### config.mk
export PLATFORM = sky130hd
export DESIGN_NAME = bus_unpacker
export DESIGN_NICKNAME = d
export VERILOG_FILES = /design/src/rtl/bm_pkg.sv /design/src/rtl/bm_cfg_latch.sv /design/src/rtl/bm_seq.sv /design/src/rtl/bm_lane_mux.sv /design/src/rtl/bus_unpacker.sv
export SDC_FILE = /design/constraint.sdc
export NUM_CORES = 1
export LEC_CHECK = 0
export BUFFER_PORTS_ARGS = -buffer_cell sky130_fd_sc_hd__buf_2
export CAP_MARGIN = 0
export CORE_ASPECT_RATIO = 1.2
export CORE_UTILIZATION = 50
export DETAILED_ROUTE_END_ITERATION = 8
export MAX_ROUTING_LAYER = met4
export PLACE_DENSITY = 0.73
export SYNTH_ARGS = -nofsm -noshare
export SYNTH_HDL_FRONTEND = slang
export SYNTH_SLANG_ARGS = --single-unit
### constraint.sdc
create_clock -name clk_i -period 3.1 [get_ports clk_i]
set_clock_uncertainty 0.2 [all_clocks]
set_input_delay 0.62 -clock clk_i [delete_from_list [all_inputs] [get_ports clk_i]]
set_output_delay 0.62 -clock clk_i [all_outputs]
set_load 0.005 [all_outputs]
### src/rtl/bm_pkg.sv
package bm_pkg;
  typedef enum logic [1:0] {
    SZ_LONG = 2'b00,
    SZ_WORD = 2'b01,
    SZ_BYTE = 2'b10,
    SZ_RSVD = 2'b11
  } size_e;

  // lanes carried by one piece
  function automatic int unsigned lanes_per_piece(size_e s, int unsigned lanes);
    case (s)
      SZ_WORD: return lanes / 2;
      SZ_BYTE: return 1;
      default: return lanes;
    endcase
  endfunction

  // pieces per long-word
  function automatic int unsigned pieces(size_e s, int unsigned lanes);
    case (s)
      SZ_WORD: return 2;
      SZ_BYTE: return lanes;
      default: return 1;
    endcase
  endfunction
endpackage

### src/rtl/bm_cfg_latch.sv
module bm_cfg_latch
  import bm_pkg::*;
(
  input  logic       clk_i,
  input  logic       rst_ni,
  input  logic [1:0] size_i,
  input  logic       big_end_i,
  output logic       done_o,
  output size_e      size_o,
  output logic       big_o
);
  always_ff @(posedge clk_i or negedge rst_ni) begin
    if (!rst_ni) begin
      done_o <= 1'b0;
      size_o <= SZ_LONG;
      big_o  <= 1'b0;
    end else if (!done_o) begin
      done_o <= 1'b1;
      size_o <= (size_e'(size_i) == SZ_RSVD) ? SZ_LONG : size_e'(size_i);
      // order is meaningless for full-width transfers
      big_o  <= big_end_i && (size_e'(size_i) == SZ_WORD || size_e'(size_i) == SZ_BYTE);
    end
  end
endmodule

### src/rtl/bm_seq.sv
module bm_seq
  import bm_pkg::*;
#(
  parameter int unsigned LANES = 4,
  localparam int unsigned IDX_W = $clog2(LANES)
) (
  input  logic             clk_i,
  input  logic             rst_ni,
  input  logic             adv_i,
  input  size_e            size_i,
  output logic [IDX_W-1:0] idx_o
);
  logic [IDX_W-1:0] last_idx;

  always_comb last_idx = IDX_W'(pieces(size_i, LANES) - 1);

  always_ff @(posedge clk_i or negedge rst_ni) begin
    if (!rst_ni)        idx_o <= '0;
    else if (adv_i)     idx_o <= (idx_o == last_idx) ? '0 : idx_o + 1'b1;
  end
endmodule

### src/rtl/bm_lane_mux.sv
module bm_lane_mux
  import bm_pkg::*;
#(
  parameter int unsigned LANE_W = 9,
  parameter int unsigned LANES  = 4,
  localparam int unsigned WORD_W = LANE_W * LANES,
  localparam int unsigned IDX_W  = $clog2(LANES)
) (
  input  logic [WORD_W-1:0] word_i,
  input  logic [IDX_W-1:0]  idx_i,
  input  size_e             size_i,
  input  logic              big_i,
  output logic [WORD_W-1:0] piece_o
);
  logic [WORD_W-1:0] shifted [LANES];
  logic [IDX_W-1:0]  lane_sel;

  for (genvar s = 0; s < LANES; s++) begin : g_shift
    assign shifted[s] = word_i >> (s * LANE_W);
  end

  always_comb begin
    int unsigned n, lps, pos;
    n   = pieces(size_i, LANES);
    lps = lanes_per_piece(size_i, LANES);
    pos = big_i ? (n - 1 - 32'(idx_i)) : 32'(idx_i);
    lane_sel = IDX_W'(pos * lps);
  end

  assign piece_o = shifted[lane_sel];
endmodule

### src/rtl/bus_unpacker.sv
module bus_unpacker
  import bm_pkg::*;
#(
  parameter int unsigned LANE_W = 9,
  parameter int unsigned LANES  = 4
) (
  input  logic                     clk_i,
  input  logic                     rst_ni,
  input  logic [1:0]               size_i,
  input  logic                     big_end_i,
  input  logic                     q_valid_i,
  input  logic [LANE_W*LANES-1:0]  q_data_i,
  output logic                     q_pop_o,
  input  logic                     rd_i,
  output logic                     rdy_o,
  output logic [LANE_W*LANES-1:0]  dout_o
);
  localparam int unsigned WORD_W = LANE_W * LANES;
  localparam int unsigned IDX_W  = $clog2(LANES);

  logic              cfg_done;
  size_e             cfg_size;
  logic              cfg_big;
  logic [IDX_W-1:0]  sub_idx;
  logic              accept, fetch;
  logic [WORD_W-1:0] hold_q, src_word, piece;

  bm_cfg_latch u_cfg (
    .clk_i     (clk_i),
    .rst_ni    (rst_ni),
    .size_i    (size_i),
    .big_end_i (big_end_i),
    .done_o    (cfg_done),
    .size_o    (cfg_size),
    .big_o     (cfg_big)
  );

  assign rdy_o    = cfg_done && (sub_idx != '0 || q_valid_i);
  assign accept   = rd_i && rdy_o;
  assign fetch    = accept && (sub_idx == '0);
  assign q_pop_o  = fetch;
  assign src_word = fetch ? q_data_i : hold_q;

  bm_seq #(.LANES(LANES)) u_seq (
    .clk_i  (clk_i),
    .rst_ni (rst_ni),
    .adv_i  (accept),
    .size_i (cfg_size),
    .idx_o  (sub_idx)
  );

  bm_lane_mux #(.LANE_W(LANE_W), .LANES(LANES)) u_mux (
    .word_i  (src_word),
    .idx_i   (sub_idx),
    .size_i  (cfg_size),
    .big_i   (cfg_big),
    .piece_o (piece)
  );

  always_ff @(posedge clk_i or negedge rst_ni) begin
    if (!rst_ni) begin
      hold_q <= '0;
      dout_o <= '0;
    end else begin
      if (fetch)  hold_q <= q_data_i;
      if (accept) dout_o <= piece;
    end
  end
endmodule

Word-level counts from Yosys, hierarchy flattened
Cells that the tools add are included.
{ "op_classes": {"n_addsub": 3, "mul": 1, "n_lt_le_gt_ge": 1, "n_eq_ne": 6, "mux": 9, "bitwise_logic": 1, "n_reduce_logical": 8} }
{ "op_table": {"columns": ["op", "n"], "rows": [
  ["2-to-1 mux 36 bit", 3],
  ["binary-select mux 36 bit (select 2 bit)", 1],
  ["multiplier 32 x 3 -> 2 bit", 1],
  ["2-to-1 mux 32 bit", 1],
  ["subtractor 32 x 1 -> 32 bit (second input constant)", 1],
  ["subtractor 32 x 2 -> 32 bit", 1],
  ["case mux 3 bit (2 select lines)", 2],
  ["== test 2 bit (second input constant)", 3],
  ["== test 2 x 1 -> 1 bit (second input constant)", 2],
  ["logical AND 1 bit", 4],
  ["2-to-1 mux 2 bit", 2],
  ["greater-or-equal comparator 3 bit (second input constant)", 1],
  ["NOT 2 -> 3 bit", 1],
  ["adder 2 x 1 -> 2 bit (second input constant)", 1],
  ["== test 2 bit", 1],
  ["zero test 2 bit", 1],
  ["logical OR 1 bit", 2],
  ["nonzero test 2 bit", 1]
]} }
{ "totals": {"register_bits": 78, "inputBits": 43, "output_inout_bits": 38, "wordCells": 35} }

Depth between registers and ports, before layout
Gate-level depths: netlist (run 1).
{ "logic_depth": {"depth_word": 10, "ltp_mapped": 11, "mapped_depth_nobuf": 8} }

Hierarchy
A second synthesis (run 1) with hierarchy kept.
{ "hier_totals": {"hier_cells": 288, "hier_area_um2": 4177.8} }
{ "by_module_without_submodules": {"columns": ["mod", "n_inst", "cells_each", "area_per_inst_um2", "seq_area_each_um2"], "rows": [
  ["bus_unpacker", 1, 158, 2991.6, 1801.7],
  ["bm_lane_mux", 1, 104, 890.9, 0.0],
  ["bm_cfg_latch", 1, 14, 173.9, 100.1],
  ["bm_seq", 1, 12, 121.4, 50.0]
]} }

Worst setup path before layout (run 1)
OpenSTA, ideal clock, no wires.
{ "synth_timing": {"path_type": "reg2out", "startpoint": "register u_seq.idx_o[1]", "endpoint": "output port q_pop_o", "t_arrival_ns": 1.736, "t_required_ns": 2.280, "path_slack_ns": 0.544, "path_stages_with_launch": 10, "n_path_buf": 5, "path_cell_list": "dfrtp_1 buf_2 inv_1 ha_1 nand4_1 buf_4 buf_2 clkinv_1 buf_2 buf_2"} }
{ "synth_between": {"elab_chain_cells": 5, "elab_cells_between_ends": 6, "cone_classes": "reduce/logical: 6"} }
{ "synth_rtl": {"columns": ["item", "line", "source"], "rows": [
  ["start, declared", "bm_seq.sv:11", "output logic [IDX_W-1:0] idx_o"],
  ["start signal, assigned", "bm_seq.sv:19", "else if (adv_i) idx_o <= (idx_o == last_idx) ? '0 : idx_o + 1'b1;"],
  ["nonzero test 2 bit", "bus_unpacker.sv:38", "assign rdy_o = cfg_done && (sub_idx != '0 || q_valid_i);"],
  ["logical OR 1 bit", "bus_unpacker.sv:38", null],
  ["logical AND 1 bit", "bus_unpacker.sv:38", null],
  ["logical AND 1 bit", "bus_unpacker.sv:39", "assign accept = rd_i && rdy_o;"],
  ["logical AND 1 bit (*)", "bus_unpacker.sv:40", "assign fetch = accept && (sub_idx == '0);"],
  ["end, declared", "bus_unpacker.sv:13", "output logic q_pop_o,"]
]} }
Every way passes the cells marked *; elsewhere a longest branch is shown, timed or not.

Worst setup path after layout (run 1)
{ "layout_timing": {"startpoint": "register u_seq.idx_o[1]", "endpoint": "register dout_o[6]"} }
{ "layout_between": {"elab_chain_cells": 9, "elab_cells_between_ends": 14, "cone_classes": "add/sub: 1; mul: 1; mux: 5; bitwise: 1; reduce/logical: 6"} }
{ "layout_rtl": {"columns": ["item", "line", "source"], "rows": [
  ["parallel branches: the longest is 9 deep, another holds subtractor 32 x 2 -> 32 bit", null, null],
  ["end signal, assigned", "bus_unpacker.sv:66", "if (accept) dout_o <= piece;"],
  ["end, declared", "bus_unpacker.sv:16", "output logic [LANE_W*LANES-1:0] dout_o"]
]} }
Parallel ways; which one is timed is not known. The select of a mux whose other input is x is not followed.
A chain may end at the register's enable or synchronous reset.

==> metrics.cfg, run 1 <==
[status]
status=complete, but fails checks
violations=design-rule violations

[power_and_ir_drop]
comb_power_share_pct=36.3
clock_power_share_pct=22.6
power.share.switching_pct=35.0
power_mw=4.23
vdd.ir_drop.worst_mv=0.346
leakage_nw=2.41
p_per_area_nw_per_um2=878
p_sw_mw=1.48
p_int_mw=2.75
power_frac_seq_pct=41.2

[worst_setup_path]
cpMaxStageDelayCell=mux4_2
endpoint_kind=flop
reg2regPathDepth=7
worstPathCellList=inv_1 > ha_1 > nand4_1 > buf_4 > mux4_2 > a21oi_1 > a21oi_2
path_max_fanout=43
required_ps=3130
critical_path_class=flop to flop
max_stage_delay_ps=600
r2r-start=u_seq.idx_o[1]
rrSetupSlack_ps=330
critical_path_arrival_ps=2810
r2r_end=dout_o[6]
worst_setup_path_start_kind=flop

[clocking]
cts_sinks=78
clk_latency_ps=350
cts-resized-gates=0
post-cts-setup-buffers=0
htree_levels=3
hold_buffers=0
cts_root_buffer=clkbuf_8
cts_tree=done
cts_buffers=9
cts_buffer_depth=2
clkTransAtPathRegs_ps=80

[synthesis]
synth_warnings=0
synth_cell_types=37
avgSynthCellArea_um2=9.96
async_flop_share_pct=100
synth-seq-cells=78
seq_area_frac_synth_pct=47.3
synth-edff-count=0
postSynthCellCount=414
synthFlopType=dfrtp_1
syn-num-nets=464
synth_area_um2=4120

[floorplanning]
die_area_um2=8620
core-area_um2=7840
num_rows=35
die_x_um=84.9
fp.dieH_um=101
boundaryPins=81
start_util_pct=52.6

[route]
dr.pass1.iters=6
ant_nets=0
wirelength_um=9020
wire_per_inst_um=15.4
first_iter_violations=238
vias=3184
via_per_inst=5.44
drc=5

[final_layout]
area_growth_pct=17.0
utilization_pct=61.5
regArea_um2=1950
multiInputGateArea_um2=1990
drive_gt1_share_pct=32.9
fin_area_um2=4820
final_nets=538
fillCellCount=651
insertedDiodeCount=0

[hold_path]
min_path_type=primary input to async pin

[placed_design]
port_buffers=80
gp_congestion=0.894
hpwl_um=6440
place_ws_ps=344
placed_cell_area_um2=4570

[timing]
final.setup.tns_ps=0
setup_slack_ps=328
final-hold-violation-count=0
worst_pin_slew_ps=982
fmax_mhz=361
drv_slew=0
slew_headroom_pct=34.5
grt_setup_unrepaired=no
fin_crit_ps=2770
fin_crit_sh_pct=89.4
setup_viol=0

[global_routing]
antenna_found_initial=0
grt_usage_pct=23.6
grt_pass1_vias=3018
grt_pass1_wl_um=15000
grt_max_degree=79
grt_overflow=0

[run]
cap_violations=0

## power by group through the flow
| stage | Clock [mW] | Combinational (mW) | Sequential [mW] |
|---|---|---|---|
| floorplan | 0 | 1.06 | 1.71 |
| global placement | 0 | 1.50 | 1.74 |
| detailed placement | 0 | 1.54 | 1.77 |
| CTS | 0.978 | 1.55 | 1.75 |
| global route | 1.02 | 1.73 | 1.80 |
| finish | 0.956 | 1.54 | 1.74 |
## Yosys cell counts, drive strengths merged, types with 6 or more instances
library cell / n / area (um2)
nand2: 168 / 658
dfrtp: 78 / 1950
a21oi: 28 / 185
mux4: 27 / 608
nor2: 19 / 71.3
buf: 18 / 123
o21ai: 14 / 81.3
nand3: 10 / 50.1
a31oi: 9 / 56.3
clkbuf: 8 / 30.0
ha: 7 / 87.6
inv: 6 / 22.5
## layout by cell type (no fill, tap or decap), types with 2 or more instances in the layout
cell type and instances:
nand3b_1 2, bufinv_16 3, a21oi_2 12, inv_1 6, nand2_1 157, o21ai_1 9
clkbuf_8 10, mux2_2 2, nor2_1 19, nand3_1 10, buf_4 9, mux2i_1 2
nand2b_1 2, dfrtp_1 78, a31oi_1 9, ha_1 7, o21ai_0 4, buf_2 79
inv_6 2, a21oi_1 16, mux4_2 27, nand2_2 11
## logic make-up after synthesis
logic type	synth area share (%)
muxes	15.8
DFF	47.3
and+or+nand+nor	20.4
AOI/OAI and AO/OA	9.34
buffers and inverters	4.34
xor gates and xnor gates	0.607
adders and majority gates	2.12
other	0.0909
## layout make-up
class | instances | share of cell area, %
inverter | 7 | 0.545
multi-input combinational | 303 | 41.3
clock inverter | 6 | 2.41
clock buffer | 10 | 2.85
sequential | 78 | 40.5
tap | 92 | 2.39
timing repair buffer | 89 | 10.0
## sequential cells by signal, indices dropped and copies added (netlist names)
| name | cells |
|---|---|
| dout_o | 36 |
| hold_q | 36 |
| u_cfg.big_o | 1 |
| u_cfg.done_o | 1 |
| u_cfg.size_o | 2 |
| u_seq.idx_o | 2 |
## stage by stage
stage	cells	hold WS (ps)
3_5_place_dp	569	257
6_report	585	221
5_1_grt	585	270
4_1_cts	585	266
2_1_floorplan	414	124
3_3_place_gp	569	248
## worst max path at each step
stage	from	end	slack, ps	cells past startpoint
5_1_grt	u_seq.idx_o[1]	dout_o[6]	130	7
2_1_floorplan	u_seq.idx_o[1]	q_pop_o	540	9
3_5_place_dp	u_seq.idx_o[1]	dout_o[6]	340	7
4_1_cts	u_seq.idx_o[1]	dout_o[6]	330	7
6_report	u_seq.idx_o[1]	dout_o[6]	330	7
3_3_place_gp	q_valid_i	dout_o[6]	460	6
## worst max-delay path: cells and delay by family, from the launching register on
| kind | cells | cell delay, ps |
|---|---|---|
| flops | 1 | 520 |
| simple gates | 1 | 230 |
| buf+inv | 2 | 620 |
| fa+ha+maj | 1 | 210 |
| mux | 1 | 600 |
| compound gates | 2 | 280 |
## per-layer routing
| metal | vias to the layer above | track usage (%) | wire length (um) |
|---|---|---|---|
| li1 | 1544 | - | - |
| met1 | 1525 | 34.3 | 4310 |
| met2 | 103 | 33.4 | 4130 |
| met3 | 12 | 4.97 | 452 |
| met4 | 0 | 7.17 | 131 |
| met5 | - | - | 0 |
Power figures use the tool's default switching activity.
==> inputs of run 2 (changes only) <==
Clock period 3.1 ns to 2.8 ns, I/O delays scaled along.
==> metrics.cfg, run 2 (same netlist as run 1, synthesis figures left out) <==
[final_layout]
final_nets=538  ; unchanged
fin_area_um2=4840  ; +0.29%
insertedDiodeCount=0  ; unchanged
layout_common_cells=157 x nand2_1, 79 x buf_2, 78 x dfrtp_1
top_regs=dout_o (36), hold_q (36)
drive_gt1_share_pct=33.1  ; +0.20 points
final_common_cell=nand2_1
area_growth_pct=17.3

[power_and_ir_drop]
p_per_area_nw_per_um2=948  ; +7.9%
vdd.ir_drop.worst_mv=0.408  ; +18%
leakage_nw=2.42  ; +0.29%
power_mw=4.58  ; +8.2%

[timing]
fin_crit_ps=2600
final.setup.tns_ps=0  ; unchanged
worst_pin_slew_ps=632  ; -350 ps
setup_viol=0  ; unchanged
final-hold-violation-count=0  ; unchanged
worst_hold_slack_ps=14.6  ; -206 ps
drv_slew=0  ; unchanged
fin_crit_sh_pct=93.0
fmax_mhz=384
grt_setup_unrepaired=no
slew_headroom_pct=57.9  ; +23 points

[clocking]
clkTransAtPathRegs_ps=90  ; about the same
hold_buffers=0  ; unchanged
htree_levels=3  ; unchanged
cts_tree=done
clk_latency_ps=360  ; about the same
cts_buffers=9  ; unchanged
cts_sinks=78  ; unchanged
cts_root_buffer=clkbuf_8
cts_buffer_depth=2  ; unchanged

[worst_setup_path]
worst_setup_path_start_kind=flop
r2r-start=u_seq.idx_o[1]
reg2regPathDepth=7  ; unchanged
endpoint_kind=output port
required_ps=2040  ; -1090 ps
critical_path_class=flop to output port
rrSetupSlack_ps=230  ; -100 ps
path_max_fanout=10  ; -77%
r2r_end=dout_o[0]
critical_path_arrival_ps=1840  ; -970 ps

[floorplanning]
fp.dieH_um=101  ; unchanged
num_rows=35  ; unchanged
core-area_um2=7840  ; unchanged
start_util_pct=52.6  ; unchanged
die_area_um2=8620  ; unchanged
boundaryPins=81  ; unchanged
die_x_um=84.9  ; unchanged

[global_routing]
grt_usage_pct=25.0  ; +1.4 points
antenna_found_initial=0  ; unchanged
grt_overflow=0  ; unchanged
grt_max_degree=64  ; -19%
grt_pass1_wl_um=15900  ; +6.2%
grt_pass1_vias=3109  ; +3.0%

[route]
wirelength_um=9380  ; +4.0%
vias=3234  ; +1.6%
via_per_inst=5.53  ; +1.6%
drc=5  ; unchanged
dr.pass1.iters=6  ; unchanged
ant_nets=0  ; unchanged
wire_per_inst_um=16.0  ; +4.0%
first_iter_violations=276  ; +16%

[hold_path]
min_path_type=primary input to async pin

[placed_design]
gp_congestion=0.833  ; -6.9%
hpwl_um=6540  ; +1.5%
placed_cell_area_um2=4620  ; +1.1%
port_buffers=80  ; unchanged

[run]
cap_violations=0  ; unchanged

[status]
violations=design-rule violations
status=complete, but fails checks

==> run 2: cell count changes in the layout (fill, tap and decap cells not counted) <==
cell | previous run | this run
buf_12 | 1 | 5
buf_4 | 9 | 5
bufinv_16 | 3 | 1
clkbuf_8 | 10 | 11
clkinv_1 | 1 | 0
clkinv_2 | 0 | 1
clkinv_4 | 1 | 2
==> run 2: metal layers <==
layer  up-vias  GRT usage [%]  part of all wire [%]
li1       1552              -                     -
met1      1568           38.0                    49
met2       102           34.8                    45
met3        12           3.59                   4.9
met4         0           7.95                   1.3
met5         -              -                     0
==> run 2: cell type report <==
type                    instances  area [um2]
clock buffers                  11         151
clock inverters                 5        65.1
fillers                       664        3000
inverters                       7        27.5
multi-input cells             303        1990
flip-flops and latches         78        1950
well taps                      92         115
repair buffers                 89         533
==> run 2: metrics by stage <==
stage               utilization, %  std cells  setup slack [ps]
detailed placement            58.9        569               240
global route                  61.7        585              43.0
finish                        61.7        585               196
CTS                           61.7        585               172
floorplan                        -        414               304
global placement              58.9        569               292
==> run 2: report_power, final <==
part           total (mW)  internal [mW]  leakage, nW  switching, mW
registers            1.93           1.62        0.964          0.315
clock network       0.915          0.470        0.111          0.444
logic                1.73          0.821         1.35          0.914
total                4.58           2.91         2.42           1.67
==> run 2: worst max-delay path by stage <==
stage	start	endpoint	slack [ps]	cells after the start
6_report	u_seq.idx_o[1]	q_pop_o	200	5
5_1_grt	u_seq.idx_o[1]	dout_o[0]	40	7
4_1_cts	u_seq.idx_o[1]	q_pop_o	170	5
3_5_place_dp	u_seq.idx_o[1]	dout_o[0]	240	7
3_3_place_gp	u_seq.idx_o[1]	dout_o[2]	290	7
2_1_floorplan	u_seq.idx_o[1]	q_pop_o	300	9
==> run 2: worst max-delay path, cell delays in order (launching register included) <==
cell and delay [ps]:
dfrtp_1 520, inv_1 110, ha_1 210, nand4_1 220
clkinv_2 250, buf_2 190
==> run 2: repair_timing <==
| action | CTS | global route |
|---|---|---|
| resized for setup | 1 | 0 |
| buffers inserted | 0 | 0 |
| endpoints found under the setup margin | 1 | 0 |
